**src/rtl/sadc_pkg.sv**
```systemverilog
package sadc_pkg;
  // bits in the outgoing command: start, mode, channel, two acquisition bits
  localparam int CMD_BITS  = 5;
  // null bits the converter emits ahead of the result
  localparam int NULL_BITS = 2;

  typedef enum logic [1:0] {
    SEQ_IDLE = 2'd0,
    SEQ_RUN  = 2'd1,
    SEQ_GAP  = 2'd2
  } seq_state_t;
endpackage

```
**src/rtl/sadc_tick.sv**
```systemverilog
// Half-period tick generator for the serial clock.
module sadc_tick #(
  parameter int HALF_DIV = 2
) (
  input  logic clk,
  input  logic rst_n,
  input  logic run,
  output logic tick
);
  localparam int CW = (HALF_DIV > 1) ? $clog2(HALF_DIV) : 1;
  localparam logic [CW-1:0] CNT_TOP = CW'(HALF_DIV - 1);

  logic [CW-1:0] cnt_q, cnt_nx;

  always_comb begin
    tick   = run && (cnt_q == CNT_TOP);
    cnt_nx = cnt_q;
    if (!run)      cnt_nx = '0;
    else if (tick) cnt_nx = '0;
    else           cnt_nx = cnt_q + CW'(1);
  end

  always_ff @(posedge clk or negedge rst_n) begin
    if (!rst_n) cnt_q <= '0;
    else        cnt_q <= cnt_nx;
  end
endmodule

```
**src/rtl/sadc_seq.sv**
```systemverilog
// Transaction sequencer: select, serial clock, edge counting, done.
module sadc_seq
  import sadc_pkg::*;
#(
  parameter int RES_W = 8
) (
  input  logic clk,
  input  logic rst_n,
  input  logic tick,
  input  logic go,
  input  logic three_wire,
  output logic run,
  output logic busy,
  output logic done,
  output logic cs_n,
  output logic sclk,
  output logic start_p,
  output logic fall_p,
  output logic sample_p
);
  localparam int EW = $clog2(CMD_BITS + NULL_BITS + RES_W + 2);
  localparam logic [EW-1:0] LAST_CMD = EW'(CMD_BITS + NULL_BITS + RES_W + 1);
  localparam logic [EW-1:0] LAST_3W  = EW'(NULL_BITS + RES_W + 1);
  localparam logic [EW-1:0] SMP_CMD  = EW'(CMD_BITS + NULL_BITS + 2);
  localparam logic [EW-1:0] SMP_3W   = EW'(NULL_BITS + 2);

  seq_state_t    st_q, st_nx;
  logic          sclk_q, sclk_nx;
  logic          cs_n_q, cs_n_nx;
  logic          done_q, done_nx;
  logic          tw_q, tw_nx;
  logic          gap_q, gap_nx;
  logic [EW-1:0] edg_q, edg_nx;
  logic [EW-1:0] edg_inc, last_edge, first_smp;

  always_comb begin
    edg_inc   = edg_q + EW'(1);
    last_edge = tw_q ? LAST_3W : LAST_CMD;
    first_smp = tw_q ? SMP_3W  : SMP_CMD;
    st_nx     = st_q;
    sclk_nx   = sclk_q;
    cs_n_nx   = cs_n_q;
    tw_nx     = tw_q;
    gap_nx    = gap_q;
    edg_nx    = edg_q;
    done_nx   = 1'b0;
    start_p   = 1'b0;
    fall_p    = 1'b0;
    sample_p  = 1'b0;
    unique case (st_q)
      SEQ_IDLE: if (go) begin
        st_nx   = SEQ_RUN;
        cs_n_nx = 1'b0;
        tw_nx   = three_wire;
        edg_nx  = '0;
        gap_nx  = 1'b0;
        start_p = 1'b1;
      end
      SEQ_RUN: if (tick) begin
        if (sclk_q) begin
          sclk_nx = 1'b0;
          fall_p  = 1'b1;
          if (edg_q == last_edge) begin
            st_nx   = SEQ_GAP;
            cs_n_nx = 1'b1;
          end
        end else begin
          sclk_nx  = 1'b1;
          edg_nx   = edg_inc;
          sample_p = (edg_inc >= first_smp);
        end
      end
      SEQ_GAP: if (tick) begin
        if (gap_q) begin
          st_nx   = SEQ_IDLE;
          done_nx = 1'b1;
        end else begin
          gap_nx = 1'b1;
        end
      end
      default: st_nx = SEQ_IDLE;
    endcase
  end

  always_ff @(posedge clk or negedge rst_n) begin
    if (!rst_n) begin
      st_q   <= SEQ_IDLE;
      sclk_q <= 1'b0;
      cs_n_q <= 1'b1;
      done_q <= 1'b0;
      tw_q   <= 1'b0;
      gap_q  <= 1'b0;
      edg_q  <= '0;
    end else begin
      st_q   <= st_nx;
      sclk_q <= sclk_nx;
      cs_n_q <= cs_n_nx;
      done_q <= done_nx;
      tw_q   <= tw_nx;
      gap_q  <= gap_nx;
      edg_q  <= edg_nx;
    end
  end

  assign run  = (st_q != SEQ_IDLE);
  assign busy = run;
  assign done = done_q;
  assign cs_n = cs_n_q;
  assign sclk = sclk_q;
endmodule

```
**src/rtl/sadc_shift.sv**
```systemverilog
// Command serialiser and result deserialiser.
module sadc_shift
  import sadc_pkg::*;
#(
  parameter int RES_W = 8
) (
  input  logic             clk,
  input  logic             rst_n,
  input  logic             start_p,
  input  logic             fall_p,
  input  logic             sample_p,
  input  logic             single_end,
  input  logic             chan_odd,
  input  logic             three_wire,
  input  logic             miso,
  output logic             mosi,
  output logic [RES_W-1:0] result
);
  logic [CMD_BITS-1:0] cmd_q, cmd_nx;
  logic [RES_W-1:0]    res_q, res_nx;

  always_comb begin
    cmd_nx = cmd_q;
    if (start_p)
      cmd_nx = three_wire ? '0
                          : {1'b1, single_end, chan_odd, {(CMD_BITS-3){1'b0}}};
    else if (fall_p)
      cmd_nx = {cmd_q[CMD_BITS-2:0], 1'b0};
    res_nx = sample_p ? {res_q[RES_W-2:0], miso} : res_q;
  end

  always_ff @(posedge clk or negedge rst_n) begin
    if (!rst_n) begin
      cmd_q <= '0;
      res_q <= '0;
    end else begin
      cmd_q <= cmd_nx;
      res_q <= res_nx;
    end
  end

  assign mosi   = cmd_q[CMD_BITS-1];
  assign result = res_q;
endmodule

```
**src/rtl/sadc_host.sv**
```systemverilog
// Serial ADC host controller top.
module sadc_host #(
  parameter int RES_W    = 8,
  parameter int HALF_DIV = 2
) (
  input  logic             clk,
  input  logic             rst_n,
  input  logic             go,
  input  logic             single_end,
  input  logic             chan_odd,
  input  logic             three_wire,
  output logic             busy,
  output logic             done,
  output logic [RES_W-1:0] result,
  output logic             adc_cs_n,
  output logic             adc_sclk,
  output logic             adc_mosi,
  input  logic             adc_miso
);
  logic [1:0] rst_sync_q;
  logic       rst_n_s;
  logic       run, tick, start_p, fall_p, sample_p;

  // asynchronous assert, synchronous release
  always_ff @(posedge clk or negedge rst_n) begin
    if (!rst_n) rst_sync_q <= '0;
    else        rst_sync_q <= {rst_sync_q[0], 1'b1};
  end
  assign rst_n_s = rst_sync_q[1];

  sadc_tick #(.HALF_DIV(HALF_DIV)) u_tick (
    .clk(clk), .rst_n(rst_n_s), .run(run), .tick(tick)
  );

  sadc_seq #(.RES_W(RES_W)) u_seq (
    .clk(clk), .rst_n(rst_n_s), .tick(tick), .go(go),
    .three_wire(three_wire), .run(run), .busy(busy), .done(done),
    .cs_n(adc_cs_n), .sclk(adc_sclk), .start_p(start_p),
    .fall_p(fall_p), .sample_p(sample_p)
  );

  sadc_shift #(.RES_W(RES_W)) u_shift (
    .clk(clk), .rst_n(rst_n_s), .start_p(start_p), .fall_p(fall_p),
    .sample_p(sample_p), .single_end(single_end), .chan_odd(chan_odd),
    .three_wire(three_wire), .miso(adc_miso), .mosi(adc_mosi),
    .result(result)
  );
endmodule

```
**config.mk**
```make
export PLATFORM = sky130hd
export DESIGN_NAME = sadc_host
export DESIGN_NICKNAME = d
export VERILOG_FILES = /design/src/rtl/sadc_pkg.sv /design/src/rtl/sadc_tick.sv /design/src/rtl/sadc_seq.sv /design/src/rtl/sadc_shift.sv /design/src/rtl/sadc_host.sv
export SDC_FILE = /design/constraint.sdc
export NUM_CORES = 1
export LEC_CHECK = 0
export BUFFER_PORTS_ARGS = -buffer_cell sky130_fd_sc_hd__buf_2
export CORE_UTILIZATION = 50
export CTS_BUF_LIST = sky130_fd_sc_hd__clkbuf_2 sky130_fd_sc_hd__clkbuf_4 sky130_fd_sc_hd__clkbuf_8
export CTS_CLUSTER_SIZE = 24
export DETAILED_ROUTE_END_ITERATION = 6
export HOLD_SLACK_MARGIN = 0.06
export PLACE_DENSITY = 0.72
export SYNTH_ARGS = -nofsm -noshare
export SYNTH_HDL_FRONTEND = slang
export SYNTH_HIERARCHICAL = 1
export SYNTH_SLANG_ARGS = --single-unit
```
**constraint.sdc**
```tcl
create_clock -name clk -period 2.2 [get_ports clk]
set_input_delay 0.44 -clock clk [delete_from_list [all_inputs] [get_ports clk]]
set_output_delay 0.44 -clock clk [all_outputs]
set_load 0.1 [all_outputs]
```
# After elaboration in Yosys (flattened, before gate mapping)
# Cells that the tools add are included.
# word_totals
regBits	28
elab_cells	73
# op_classes
n_reduce_logical	12
n_addsub	2
muxes	37
eq_ne	10
magnitude_cmp	1
# op_table
cell	count
$mux 5	7
$mux 1	19
$mux 2	6
$pmux 5 s2	1
$ne 2x2->1 const B	4
$reduce_bool 2->1	4
$ne 2x1->1 const B	3
$pmux 2 s3	1
$reduce_and 6->1	1
$add 5x1->5 const B	1
$eq 5x5->1	1
$ge 5x5->1	1
$reduce_and 5->1	1
$mux 4	1
$pmux 1 s2	2
$reduce_and 2->1	2
$reduce_and 4->1	1
$reduce_and 3->1	1
$eq 2x1->1 const B	1
$eq 2x2->1 const B	1
$logic_not 2->1	1
$add 1x1->1 const B	1
$logic_and 1x1->1	1

# Depth between registers and ports, before layout
# depth
word_depth	6
mapped_depth	8
ltp_nobuf	7

# Cells and area by module
# The synthesis kept the hierarchy.
# by_module_without_submodules
module	seq_area_each_um2	area_each_um2	cells_each	instances
sadc_seq	301.5	684.4	62	1
sadc_shift	275.3	466.7	28	1
sadc_host	50.0	53.8	3	1
sadc_tick	25.0	41.3	3	1

# Worst setup path after synthesis
# Ideal clock, no wire load.
# synth_path
path_type	register to register
startpoint	register u_seq.st_q[0]
endpoint	register u_shift.res_q[0] (netlist: u_shift/result[0])
setup_time_ps	126
t_required_ps	2074
n_path_buf	3
setup_slack_ps	-398
path_stages_with_launch	9
period_less_slack_ps	2598
arrival_ps	2471
path_cell_list	dfrtp_1 > buf_2 > or2_1 > buf_4 > and2_2 > and4bb_4 > o31a_1 > buf_6 > mux2_4
# synth_via
elab_chain_len	4
elab_cells_between_ends	5
cone_classes	eq/ne: 1; mux: 2; reduce/logical: 2
# synth_lines
element	line_no	text
start: declaration	sadc_seq.sv:27	seq_state_t st_q, st_nx;
start signal: assignment	sadc_seq.sv:95	st_q <= st_nx;
$reduce_bool 2->1	sadc_seq.sv:105	assign run = (st_q != SEQ_IDLE);
named net busy	sadc_host.sv:12	output logic busy,
$logic_and 1x1->1	sadc_tick.sv:16	tick = run && (cnt_q == CNT_TOP);
named net tick	sadc_host.sv:22	logic run, tick, start_p, fall_p, sample_p;
$mux 1	sadc_seq.sv:59	SEQ_RUN: if (tick) begin
$mux 1	sadc_seq.sv:50	unique case (st_q)
named net sample_p	sadc_host.sv:22	
end signal: assignment	sadc_shift.sv:38	res_q <= res_nx;
end: declaration	sadc_shift.sv:20	logic [RES_W-1:0] res_q, res_nx;
# The timed path passes the listed nets, and every way through them passes these cells.
# A chain may end at the register's enable or synchronous reset.

# Final worst setup path
# layout_path
startpoint	register u_seq.edg_q[0]
endpoint	register u_shift.res_q[1] (netlist: u_shift/result[1])
# layout_via
elab_chain_len	5
# layout_lines
element	line_no	text
start: declaration	sadc_seq.sv:33	logic [EW-1:0] edg_q, edg_nx;
start signal: assignment	sadc_seq.sv:101	edg_q <= edg_nx;
$add 5x1->5	sadc_seq.sv:37	edg_inc = edg_q + EW'(1);
$ge 5x5->1	sadc_seq.sv:70	sample_p = (edg_inc >= first_smp);
$mux 1	sadc_seq.sv:60	if (sclk_q) begin
$mux 1	sadc_seq.sv:59	
$mux 1	sadc_seq.sv:50	
named net sample_p	sadc_host.sv:22	
# The timed path passes the listed nets, and every way through them passes these cells.

==> flow_summary.json <==
{
  "yosysMostFrequentCell": "dfrtp_1",
  "cts_tree": "done",
  "rrSetupSlack_ps": 6,
  "yosysWarningCount": 6,
  "gp_congestion": 0.852,
  "h-tree-depth": 1,
  "yosys-mux-area-fraction_pct": 13.9,
  "finalHoldViolCount": 0,
  "clkTransAtPathRegs_ps": 140,
  "ys_ff_latch": 26,
  "yosys.area_share.simple_pct": 13.6,
  "die_area_sq_mm": 0.00270,
  "netlist_area_sq_mm": 0.00125,
  "status": "completed",
  "cts_buffers": 3,
  "ys_seq_area_share_pct": 52.3,
  "n_antenna_cell": 0,
  "clock_latency_ps": 310,
  "hold_class": "flip-flop to async pin",
  "yosysTopAreaCell": "dfrtp_1",
  "grt_max_degree": 19,
  "fin_crit_sh_pct": 99.7,
  "ant_nets": 0,
  "crit_path_end_kind": "flip-flop",
  "yosys-top-cells-count": "dfrtp_1 (25), mux2_4 (8), inv_1 (5)",
  "first_global_vias": 864,
  "slew_violations": 0,
  "whs_ps": 124,
  "synthArstFlopShare_pct": 100,
  "dr.pass1.iters": 4,
  "synth_top_family_by_area": "multiplexers",
  "drive_above_1_share_pct": 40.3,
  "fillers": 172,
  "setup_viol": 0,
  "syn-instance-count": 96,
  "hpwl_um": 1620,
  "grt_usage_pct": 19.6,
  "via_per_inst": 5.36,
  "dr_total_vias": 814,
  "post_drt_wl_per_cell_um": 14.6,
  "drc_errors": 0,
  "ys.flop_type": "dfrtp_1",
  "synth_top_cell_area_share_pct": 50.2,
  "synth_nets": 107,
  "synth_adder_area_share_pct": 4.02,
  "fp.dieW_um": 51.9,
  "multi_input_area_sq_um": 586,
  "cts_sinks": 26,
  "core.rowCount": 17,
  "finClkSkew_ps": 2.70,
  "regArea_sq_um": 652,
  "cap_violations": 0,
  "crit_path_max_fanout": 8,
  "fin_setup_tns_ps": 0,
  "crit_arrival_ps": 2410,
  "critical_path_required_ps": 2410,
  "die_h_um": 51.9,
  "core_sq_mm": 0.00228,
  "max_freq_ghz": 0.456,
  "layout-area-overhead-vs-synth_pct": 20.5,
  "cts.path.max_buffers": 2,
  "worst_slack_ps": 5.83,
  "overflow": 0,
  "yosys-top-cells-area": "dfrtp_1 (50%), mux2_4 (9.6%), ha_1 (4.0%), mux2i_1 (2.4%), dfstp_2 (2.1%)",
  "io_pins": 20,
  "grt_pass1_wl_um": 3810,
  "antenna_found_initial": 0,
  "crit_path_start_kind": "flip-flop",
  "port_buffers": 19,
  "rsz0062_at_grt": "yes",
  "criticalPathCategory": "flip-flop to flip-flop",
  "place_ws_ps": -183,
  "nets": 136,
  "initial_core_util_pct": 54.8,
  "synth-edff-count": 0,
  "yosys.area_share.xor_xnor_pct": 2.81,
  "routed_wl_um": 2220,
  "synth.distinct_cells": 40,
  "dr.first_iter.drc_count": 9,
  "layout_min_cycle_time_ps": 2190,
  "synth-compound-area-share_pct": 9.74,
  "post_cts_buffers": 0,
  "cts_root_buf": "clkbuf_4",
  "synth_area_per_cell_sq_um": 13.0
}
## layout by cell type, fill, tap and decap left out, types with 2 or more instances in the layout
cell / netlist / layout
dfrtp_1: 25 / 25
buf_2: 1 / 19
mux2_4: 8 / 8
buf_4: 1 / 7
inv_1: 5 / 5
clkbuf_4: 0 / 3
and3b_1: 3 / 3
a22o_1: 3 / 3
a21oi_1: 3 / 3
nor2_1: 4 / 3
mux2i_1: 3 / 3
xor2_1: 2 / 2
nor2_2: 1 / 2
nand3_1: 2 / 2
xnor2_1: 2 / 2
nand3b_1: 2 / 2
a32o_1: 2 / 2
ha_2: 0 / 2
ha_1: 4 / 2
## critical path: stages, from the launching register on
cell and delay (ps):
dfrtp_1 410, ha_2 200, xor2_1 160, ha_2 210, nor4b_4 310, nor2_2 70, o31a_4 410, mux2_4 320
## final timing paths
kind,start,end,cells past startpoint
hold reg to reg,rst_sync_q[1],u_seq/edg_q[0],0
max in group asynchronous,rst_sync_q[1],u_seq/cs_n,1
hold / removal,rst_sync_q[1],u_seq/edg_q[0],0
min in group clk,three_wire,u_shift/cmd_q[4],2
setup reg to reg,u_seq/edg_q[0],u_shift/result[1],7
setup / recovery,u_seq/edg_q[0],u_shift/result[1],7
## registers in the layout, summed over array words and instances (netlist names)
register and cells:
rst_sync_q 2, u_seq/cs_n 1, u_seq/done 1, u_seq/edg_q 5
u_seq/gap_q 1, u_seq/sclk 1, u_seq/st_q 2, u_seq/tw_q 1
u_shift/cmd_q 3, u_shift/result 8, u_tick/cnt_q 1
## stage by stage
step	area, sq um	utilization (%)	std cells
3_3_place_gp	1410	61.8	147
4_1_cts	1500	65.9	152
3_5_place_dp	1410	61.8	147
5_1_grt	1500	66.0	152
6_report	1500	66.0	152
2_1_floorplan	1250	-	96
## area by class of cell
class	instances	share of cell area [%]
Clock inverter	1	2.00
Inverter	5	1.25
Sequential cell	26	43.4
Timing Repair Buffer	27	10.5
Clock buffer	3	1.50
Tap cell	28	2.33
Multi-Input combinational cell	62	39.0
## per-layer routing
| metal | GRT usage (%) | vias to the layer above | routed length [um] |
|---|---|---|---|
| met5 | 0 | - | 0 |
| met4 | 9.91 | 0 | 40 |
| met3 | 2.92 | 4 | 64 |
| met2 | 31.2 | 13 | 1050 |
| met1 | 25.7 | 398 | 1060 |
| li1 | - | 399 | - |
## kinds of logic (layout without fill, tap and decap cells)
kind of cell,after synthesis,after routing
XOR/XNOR,4,4
buffers and inverters,8,36
AO/OA/AOI/OAI,16,16
flip-flops,26,26
adder cells (fa/ha/maj),4,4
other,1,1
AND/OR/NAND/NOR,24,24
multiplexers,13,13
## what timing repair did
action	in CTS	in global routing
hold endpoints to repair	2	0
setup endpoints to repair	8	8
hold buffers	1	0
pin swaps	4	1
resized for setup	7	1
Power is left out: the tool's default activity adds up to more than one toggle a clock period on the data nets, which glitch-free logic cannot reach.
